[src/rtl/lpf_pkg.sv]
package lpf_pkg;
  localparam int unsigned CNT_W_DEF  = 11;
  localparam int unsigned START_DEF  = 3;
  localparam int unsigned SYNC_DEF   = 2;
endpackage

[src/rtl/lpf_sync_edge.sv]
module lpf_sync_edge #(
  parameter int unsigned STAGES = lpf_pkg::SYNC_DEF
) (
  input  logic clk_i,
  input  logic rst_ni,
  input  logic d_ni,
  output logic lvl_o,
  output logic fall_o
);
  logic [STAGES-1:0] sync_q;
  logic              prev_q;

  generate
    for (genvar g = 0; g < STAGES; g++) begin : g_stage
      always_ff @(posedge clk_i or negedge rst_ni) begin
        if (!rst_ni) sync_q[g] <= 1'b1;
        else if (g == 0) sync_q[g] <= d_ni;
        else sync_q[g] <= sync_q[(g == 0) ? 0 : g-1];
      end
    end
  endgenerate

  always_ff @(posedge clk_i or negedge rst_ni) begin
    if (!rst_ni) prev_q <= 1'b1;
    else         prev_q <= sync_q[STAGES-1];
  end

  assign lvl_o  = sync_q[STAGES-1];
  assign fall_o = prev_q & ~sync_q[STAGES-1];
endmodule

[src/rtl/lpf_line_counter.sv]
module lpf_line_counter #(
  parameter int unsigned CNT_W = lpf_pkg::CNT_W_DEF
) (
  input  logic             clk_i,
  input  logic             rst_ni,
  input  logic             hs_fall_i,
  input  logic             vs_lvl_i,
  input  logic             vs_fall_i,
  output logic [CNT_W-1:0] cnt_o,
  output logic [CNT_W-1:0] field_o
);
  localparam logic [CNT_W-1:0] CNT_MAX = '1;

  logic [CNT_W-1:0] cnt_q, field_q;

  always_ff @(posedge clk_i or negedge rst_ni) begin
    if (!rst_ni) begin
      cnt_q   <= '0;
      field_q <= '0;
    end else if (vs_fall_i) begin
      field_q <= cnt_q;
      cnt_q   <= '0;
    end else if (hs_fall_i && vs_lvl_i && cnt_q != CNT_MAX) begin
      cnt_q <= cnt_q + 1'b1;
    end
  end

  assign cnt_o   = cnt_q;
  assign field_o = field_q;
endmodule

[src/rtl/lpf_serializer.sv]
module lpf_serializer #(
  parameter int unsigned CNT_W = lpf_pkg::CNT_W_DEF,
  parameter int unsigned START = lpf_pkg::START_DEF
) (
  input  logic             clk_i,
  input  logic             rst_ni,
  input  logic             hs_fall_i,
  input  logic             vs_fall_i,
  input  logic [CNT_W-1:0] load_i,
  output logic             vf_o
);
  localparam int unsigned LAST  = START + CNT_W - 1;
  localparam int unsigned IDX_W = $clog2(LAST + 3);
  localparam logic [IDX_W-1:0] IDX_STOP  = IDX_W'(LAST + 1);
  localparam logic [IDX_W-1:0] IDX_FIRST = IDX_W'(START);
  localparam logic [IDX_W-1:0] IDX_LAST  = IDX_W'(LAST);

  logic [IDX_W-1:0] idx_q, idx_nxt;
  logic [CNT_W-1:0] sreg_q;
  logic             vf_q;

  assign idx_nxt = idx_q + 1'b1;

  always_ff @(posedge clk_i or negedge rst_ni) begin
    if (!rst_ni) begin
      idx_q  <= '0;
      sreg_q <= '0;
      vf_q   <= 1'b0;
    end else if (vs_fall_i) begin
      idx_q  <= '0;
      sreg_q <= load_i;
      vf_q   <= 1'b0;
    end else if (hs_fall_i) begin
      if (idx_q != IDX_STOP) idx_q <= idx_nxt;
      // in-window edge emits MSB; saturated index yields idle low
      if (idx_q != IDX_STOP && idx_nxt >= IDX_FIRST && idx_nxt <= IDX_LAST) begin
        vf_q   <= sreg_q[CNT_W-1];
        sreg_q <= sreg_q << 1;
      end else begin
        vf_q <= 1'b0;
      end
    end
  end

  assign vf_o = vf_q;
endmodule

[src/rtl/field_line_serializer.sv]
module field_line_serializer #(
  parameter int unsigned CNT_W  = lpf_pkg::CNT_W_DEF,
  parameter int unsigned START  = lpf_pkg::START_DEF,
  parameter int unsigned STAGES = lpf_pkg::SYNC_DEF
) (
  input  logic             clk_i,
  input  logic             rst_ni,
  input  logic             hsync_ni,
  input  logic             vsync_ni,
  output logic             vf_o,
  output logic [CNT_W-1:0] field_count_o
);
  logic hs_lvl, hs_fall, vs_lvl, vs_fall;
  logic [CNT_W-1:0] line_cnt;

  lpf_sync_edge #(.STAGES(STAGES)) u_hs (
    .clk_i, .rst_ni, .d_ni(hsync_ni), .lvl_o(hs_lvl), .fall_o(hs_fall)
  );

  lpf_sync_edge #(.STAGES(STAGES)) u_vs (
    .clk_i, .rst_ni, .d_ni(vsync_ni), .lvl_o(vs_lvl), .fall_o(vs_fall)
  );

  lpf_line_counter #(.CNT_W(CNT_W)) u_cnt (
    .clk_i, .rst_ni,
    .hs_fall_i(hs_fall), .vs_lvl_i(vs_lvl), .vs_fall_i(vs_fall),
    .cnt_o(line_cnt), .field_o(field_count_o)
  );

  lpf_serializer #(.CNT_W(CNT_W), .START(START)) u_ser (
    .clk_i, .rst_ni,
    .hs_fall_i(hs_fall), .vs_fall_i(vs_fall),
    .load_i(line_cnt), .vf_o(vf_o)
  );

  logic unused_hs_lvl;
  assign unused_hs_lvl = hs_lvl;
endmodule

[config.mk]
export PLATFORM = sky130hd
export DESIGN_NAME = field_line_serializer
export DESIGN_NICKNAME = d
export VERILOG_FILES = /design/src/rtl/lpf_pkg.sv /design/src/rtl/lpf_sync_edge.sv /design/src/rtl/lpf_line_counter.sv /design/src/rtl/lpf_serializer.sv /design/src/rtl/field_line_serializer.sv
export SDC_FILE = /design/constraint.sdc
export NUM_CORES = 1
export LEC_CHECK = 0
export BUFFER_PORTS_ARGS = -buffer_cell sky130_fd_sc_hd__clkbuf_2
export CORE_UTILIZATION = 40
export CTS_BUF_LIST = sky130_fd_sc_hd__clkbuf_16
export DETAILED_ROUTE_END_ITERATION = 6
export SETUP_SLACK_MARGIN = 0.4
export SLEW_MARGIN = 30
export SYNTH_ARGS = -nofsm -noshare
export SYNTH_HDL_FRONTEND = slang
export SYNTH_SLANG_ARGS = --single-unit
[constraint.sdc]
create_clock -name clk_i -period 2.1 [get_ports clk_i]
set_clock_uncertainty 0.15 [all_clocks]
set_input_delay 0.315 -clock clk_i [delete_from_list [all_inputs] [get_ports clk_i]]
set_output_delay 0.315 -clock clk_i [all_outputs]
set_load 0.005 [all_outputs]
==> impl_metrics.py, run 1 <==
metrics = {
    "place": {
        "placed_cells": 322,
        "port_buffers": 15,
        "dp_slack_ns": 0.00251,
        "gp_congestion": 0.791,
        "dp_hpwl_um": 3690,
    },
    "layout": {
        "register_area_sq_um": 1110,
        "final_cells": 351,
        "n_fill_cell": 501,
        "area_growth_pct": 31.0,
        "nets": 286,
        "mostFrequentLayoutCells": "nand2_1, dfrtp_1, buf_4",
        "diodes": 0,
        "mostFrequentLayoutCell": "nand2_1",
        "multi_input_area_sq_um": 1330,
        "final_layout_size_suffix_gt1_share_pct": 42.3,
    },
    "timing": {
        "fmax_ghz": 0.495,
        "period_share_pct": 96.2,
        "rsz0062_at_grt": "yes",
        "hold_viol": 0,
        "drv_slew": 0,
        "tightest_slew_ns": 0.571,
        "tns_ns": 0,
        "final-setup-viol-count": 0,
        "holdWs_ns": 0.209,
        "fin_ws_ns": 0.0795,
        "relSlewSlack_pct": 61.9,
        "layout_min_cycle_time_ns": 2.02,
    },
    "drt": {
        "wl_met3_um": 208,
        "wl_met1_um": 2650,
        "post-route-drc-count": 0,
        "wl_met2_um": 2810,
        "vias_per_cell": 5.62,
        "ant_nets": 0,
        "wirelength_um": 5730,
        "dr.max_layer_used": "met4",
        "firstDrtPassIters": 4,
        "wl_per_cell_um": 16.3,
        "vias": 1972,
        "first_iter_violations": 113,
    },
    "clock_tree": {
        "cts.sink_count": 44,
        "cts_made_buffers": 5,
        "cts-root-buf": "clkbuf_16",
        "cts_tree": "yes",
        "h-tree-depth": 2,
        "insertion_delay_ns": 0.28,
        "clk_path_buf_depth": 2,
        "path_clk_slew_ns": 0.06,
    },
    "die": {
        "start_util_pct": 42.3,
        "die_h_um": 79.3,
        "placeableCoreArea_sq_um": 5640,
        "dieArea_sq_um": 6280,
        "die_width_um": 79.3,
        "rows": 27,
        "io_pins": 16,
    },
    "critical_path": {
        "worst_setup_path_end_kind": "flop",
        "cpPeakStageDelay_ns": 0.56,
        "crit_type": "reg2reg",
        "worstPathRequired_ns": 2.15,
        "critical_path_arrival_ns": 2.07,
        "path_delay_family": "simple AND/OR/NAND/NOR gates",
        "worstPathCellList": "ha_4 -> or4_4 -> buf_12 -> nand3_4 -> o211ai_2 -> a221oi_2",
        "cp-start-kind": "flop",
        "critPathMaxFanout": 6,
        "slowest_stage": "or4_4",
        "crit_buf_inv": 1,
    },
    "synthesis": {
        "synthCells": 234,
        "yosysWarnings": 0,
        "synth.cell_area_sq_um": 2390,
        "ys_types": 47,
        "avgSynthCellArea_sq_um": 10.2,
        "seq_area_frac_synth_pct": 46.4,
        "synth_nets": 242,
        "synth_seq_cells": 44,
        "synth-async-reset-ratio_pct": 100,
        "synth_ff_type": "dfrtp_1",
        "synth_edf_count": 0,
    },
    "run_status": {
        "status": "finished, final reports clean",
    },
    "global_route": {
        "grt_use_total_pct": 19.1,
        "antenna_found_initial": 0,
        "grt_pass1_vias": 1871,
        "grt_first_pass_wirelength_um": 9170,
        "grt_max_degree": 25,
        "gr-total-overflow": 0,
    },
    "min_path": {
        "hp-class": "reg2reg",
    },
    "power": {
        "power_density_nw_per_um2": 761,
        "power_leakage_nw": 1.40,
        "ir_worst_vdd_v": 0.000410,
    },
    "flow_run": {
        "drv_cap": 0,
    },
}
==> logic make-up (layout without fill, tap and decap cells) <==
| logic type | Yosys count | count (layout) | share of synthesized area (%) |
|---|---|---|---|
| xor gates and xnor gates | 3 | 3 | 1.10 |
| buffers and inverters | 20 | 65 | 4.30 |
| adders and majority gates | 4 | 4 | 2.10 |
| DFF | 44 | 44 | 46.4 |
| muxes | 3 | 3 | 1.26 |
| and+or+nand+nor | 118 | 118 | 26.0 |
| AOI/OAI and AO/OA | 42 | 42 | 18.9 |
==> registers in the layout (all words and copies together), names as in the netlist <==
| signal | cells |
|---|---|
| u_cnt.cnt_o | 11 |
| u_cnt.field_o | 11 |
| u_ser.sreg_q | 11 |
| u_vs.sync_q | 1 |
| u_vs.prev_q | 1 |
| u_hs.lvl_o | 1 |
| u_ser.vf_o | 1 |
| u_ser.idx_q | 4 |
| u_vs.lvl_o | 1 |
| u_hs.sync_q | 1 |
| u_hs.prev_q | 1 |
==> power by group <==
| group | switching, mW | total [mW] | internal, mW |
|---|---|---|---|
| logic | 0.291 | 0.578 | 0.287 |
| registers | 0.0964 | 1.03 | 0.934 |
| clock network | 0.330 | 0.772 | 0.442 |
==> final timing paths <==
kind                           startpoint              end  slack [ns]  cells after the start
max                        u_ser.idx_q[1]  u_ser.sreg_q[7]        0.08                      6
min                        u_vs.sync_q[0]       u_vs.lvl_o        0.21                      0
max reg2reg                u_ser.idx_q[1]  u_ser.sreg_q[7]        0.08                      6
min reg2reg                u_vs.sync_q[0]       u_vs.lvl_o        0.21                      0
max in group asynchronous          rst_ni      u_vs.prev_q        0.80                      3
min in group asynchronous          rst_ni   u_cnt.cnt_o[8]        0.40                      2
==> stage by stage <==
stage,power [mW],instance area (sq um),utilization [%]
floorplan,1.38,2410,-
global placement,1.54,2650,46.9
detailed placement,1.55,2650,46.9
CTS,2.36,2910,51.5
global route,2.51,3130,55.5
finish,2.38,3130,55.5
==> cells in the mapped netlist (5+ instances only) <==
| cell | instances | area [sq um] |
|---|---|---|
| a221oi_2 | 10 | 150 |
| clkbuf_1 | 7 | 26.3 |
| dfrtp_1 | 38 | 951 |
| dfstp_2 | 6 | 158 |
| inv_1 | 5 | 18.8 |
| nand2_1 | 44 | 165 |
| nand3_1 | 6 | 30.0 |
| nand3_2 | 10 | 100 |
| nor2_1 | 25 | 93.8 |
| nor4_1 | 10 | 62.6 |
| o211ai_2 | 10 | 125 |
==> per-layer routing <==
layer | GRT usage [%] | up-vias
met5 | 0 | -
met4 | 6.36 | 0
met3 | 4.14 | 4
met2 | 29.9 | 37
met1 | 26.1 | 983
li1 | - | 948
==> what timing repair did <==
action | in CTS | in global routing
pin swaps | 12 | 16
setup buffers | 2 | 16
gates cloned | 0 | 0
hold buffers | 3 | 0
gates resized for setup | 13 | 23
endpoints found under the setup margin | 22 | 21
hold endpoints to repair | 22 | 0
==> final cells by class <==
cell class / instances / share of cell area (%)
multi-input combinational: 170 / 42.3
tap: 72 / 2.88
inverter: 5 / 0.600
timing repair buffer: 52 / 13.8
clock buffer: 5 / 4.00
clock inverter: 3 / 0.760
sequential: 44 / 35.6
No activity file was read; power rests on OpenSTA's default activity.
==> inputs of run 2 (changes only) <==
- clock period: 2.1 -> 2.05 ns (I/O delays scaled with it)
==> run 2 against run 1 <==
  * The run now ends with negative setup slack left
  * Combinational power rose by 9.9%
  * Routed wire length rose by 2.7%
  * Die area did not move
  * Register-to-register slack got worse by 0.08 ns
  * Power rose by 9.5%
  * Largest power group unchanged
  * Highest routed layer unchanged
==> impl_metrics.py, run 2 (synthesized netlist as in run 1, its figures left out) <==
metrics = {
    "min_path": {
        "hp-class": "reg2reg",
    },
    "critical_path": {
        "worstPathRequired_ns": 2.09,
        "critPathMaxFanout": 5,
        "worst_setup_path_end_kind": "flop",
        "crit_type": "reg2reg",
        "critical_path_arrival_ns": 2.09,
        "cp-start-kind": "flop",
        "cpPeakStageDelay_ns": 0.59,
        "slowest_stage": "or4_4",
        "worstPathCellList": "ha_4 -> or4_4 -> buf_12 -> nand3_2 -> o211ai_2 -> a221oi_2",
    },
    "timing": {
        "final-setup-viol-count": 2,
        "rsz0062_at_grt": "yes",
        "drv_slew": 0,
        "hold_viol": 0,
        "relSlewSlack_pct": 61.6,
        "period_share_pct": 100,
        "layout_min_cycle_time_ns": 2.05,
        "tightest_slew_ns": 0.576,
        "fmax_ghz": 0.487,
        "fin_ws_ns": -0.00205,
    },
    "drt": {
        "wirelength_um": 5880,
        "vias_per_cell": 5.69,
        "vias": 1985,
        "firstDrtPassIters": 4,
        "dr.max_layer_used": "met4",
        "ant_nets": 0,
        "wl_met2_um": 3000,
        "wl_per_cell_um": 16.9,
        "wl_met1_um": 2600,
        "wl_met3_um": 211,
        "post-route-drc-count": 0,
        "first_iter_violations": 103,
    },
    "die": {
        "placeableCoreArea_sq_um": 5640,
        "start_util_pct": 42.3,
        "dieArea_sq_um": 6280,
        "rows": 27,
        "die_width_um": 79.3,
        "die_h_um": 79.3,
        "io_pins": 16,
    },
    "layout": {
        "nets": 284,
        "n_fill_cell": 487,
        "final_layout_size_suffix_gt1_share_pct": 43.0,
        "mostFrequentLayoutCells": "nand2_1, dfrtp_1, nor2_1",
        "mostFrequentLayoutCell": "nand2_1",
        "multi_input_area_sq_um": 1320,
        "register_area_sq_um": 1120,
        "diodes": 0,
        "area_growth_pct": 32.4,
    },
    "global_route": {
        "grt_use_total_pct": 20.6,
        "grt_first_pass_wirelength_um": 9910,
        "grt_pass1_vias": 1982,
        "antenna_found_initial": 0,
        "grt_max_degree": 26,
        "gr-total-overflow": 0,
    },
    "clock_tree": {
        "cts-root-buf": "clkbuf_16",
        "cts_made_buffers": 5,
        "path_clk_slew_ns": 0.06,
        "h-tree-depth": 2,
        "insertion_delay_ns": 0.28,
        "cts_tree": "yes",
        "clk_path_buf_depth": 2,
        "cts.sink_count": 44,
    },
    "power": {
        "ir_worst_vdd_v": 0.000490,
        "power_density_nw_per_um2": 825,
        "power_leakage_nw": 1.39,
        "power_mw": 2.61,
    },
    "place": {
        "gp_congestion": 0.784,
        "port_buffers": 15,
        "dp_hpwl_um": 3680,
        "dp_slack_ns": -0.00864,
    },
    "flow_run": {
        "drv_cap": 0,
    },
    "run_status": {
        "violations": "negative setup slack",
        "status": "complete, but fails checks",
    },
}
run 2: metrics by stage:
step	hold WS, ns	setup TNS, ns	area [sq um]	util, %	instances
2_1_floorplan	-0.138	0	2410	-	234
3_3_place_gp	0.180	0	2670	47.2	323
3_5_place_dp	0.186	-0.00864	2670	47.2	323
4_1_cts	0.206	0	3010	53.3	341
5_1_grt	0.209	-0.627	3160	56.0	349
6_report	0.205	-0.00231	3160	56.0	349
run 2: worst paths after layout:
check                          startpoint                 to  slack [ns]  depth (start not counted)
setup reg to reg           u_ser.idx_q[0]    u_ser.sreg_q[2]      -0.002                          6
setup / recovery           u_ser.idx_q[0]    u_ser.sreg_q[2]      -0.002                          6
min in group asynchronous          rst_ni  u_cnt.field_o[10]        0.40                          2
max in group asynchronous          rst_ni        u_vs.prev_q        0.74                          3
hold reg to reg            u_hs.sync_q[0]         u_hs.lvl_o        0.21                          0
hold / removal             u_hs.sync_q[0]         u_hs.lvl_o        0.21                          0
run 2: where the power goes:
part           switching (mW)  internal [mW]
registers              0.0979          0.956
logic                   0.318          0.317
clock network           0.339          0.579
run 2: layout make-up:
cell class	count	share of cell area, %
clock inverter	3	1.46
timing repair buffer	49	13.9
sequential	44	35.3
multi-input combinational	171	41.9
tap	72	2.85
inverter	5	0.673
clock buffer	5	3.96
run 2: metal layers:
layer | global-route usage, % | up-vias
li1 | - | 951
met1 | 27.0 | 986
met2 | 33.8 | 42
met3 | 2.99 | 6
met4 | 8.55 | 0
met5 | 0 | -
run 2: critical path, delay by kind of cell, from the launching register on:
family / cells / cell delay [ns]
adder cells (fa/ha/maj): 1 / 0.18
flip-flops: 1 / 0.45
AO/OA/AOI/OAI: 2 / 0.36
AND/OR/NAND/NOR: 2 / 0.66
buffers and inverters: 1 / 0.17
run 2: what timing repair did:
item                                    in CTS  in global routing
gates cloned                                 2                  1
hold buffers                                 3                  0
setup buffers                                5                  7
gates resized for setup                     15                 19
endpoints found under the setup margin      20                 20
pin swaps                                    7                 21
hold endpoints to repair                    21                  0
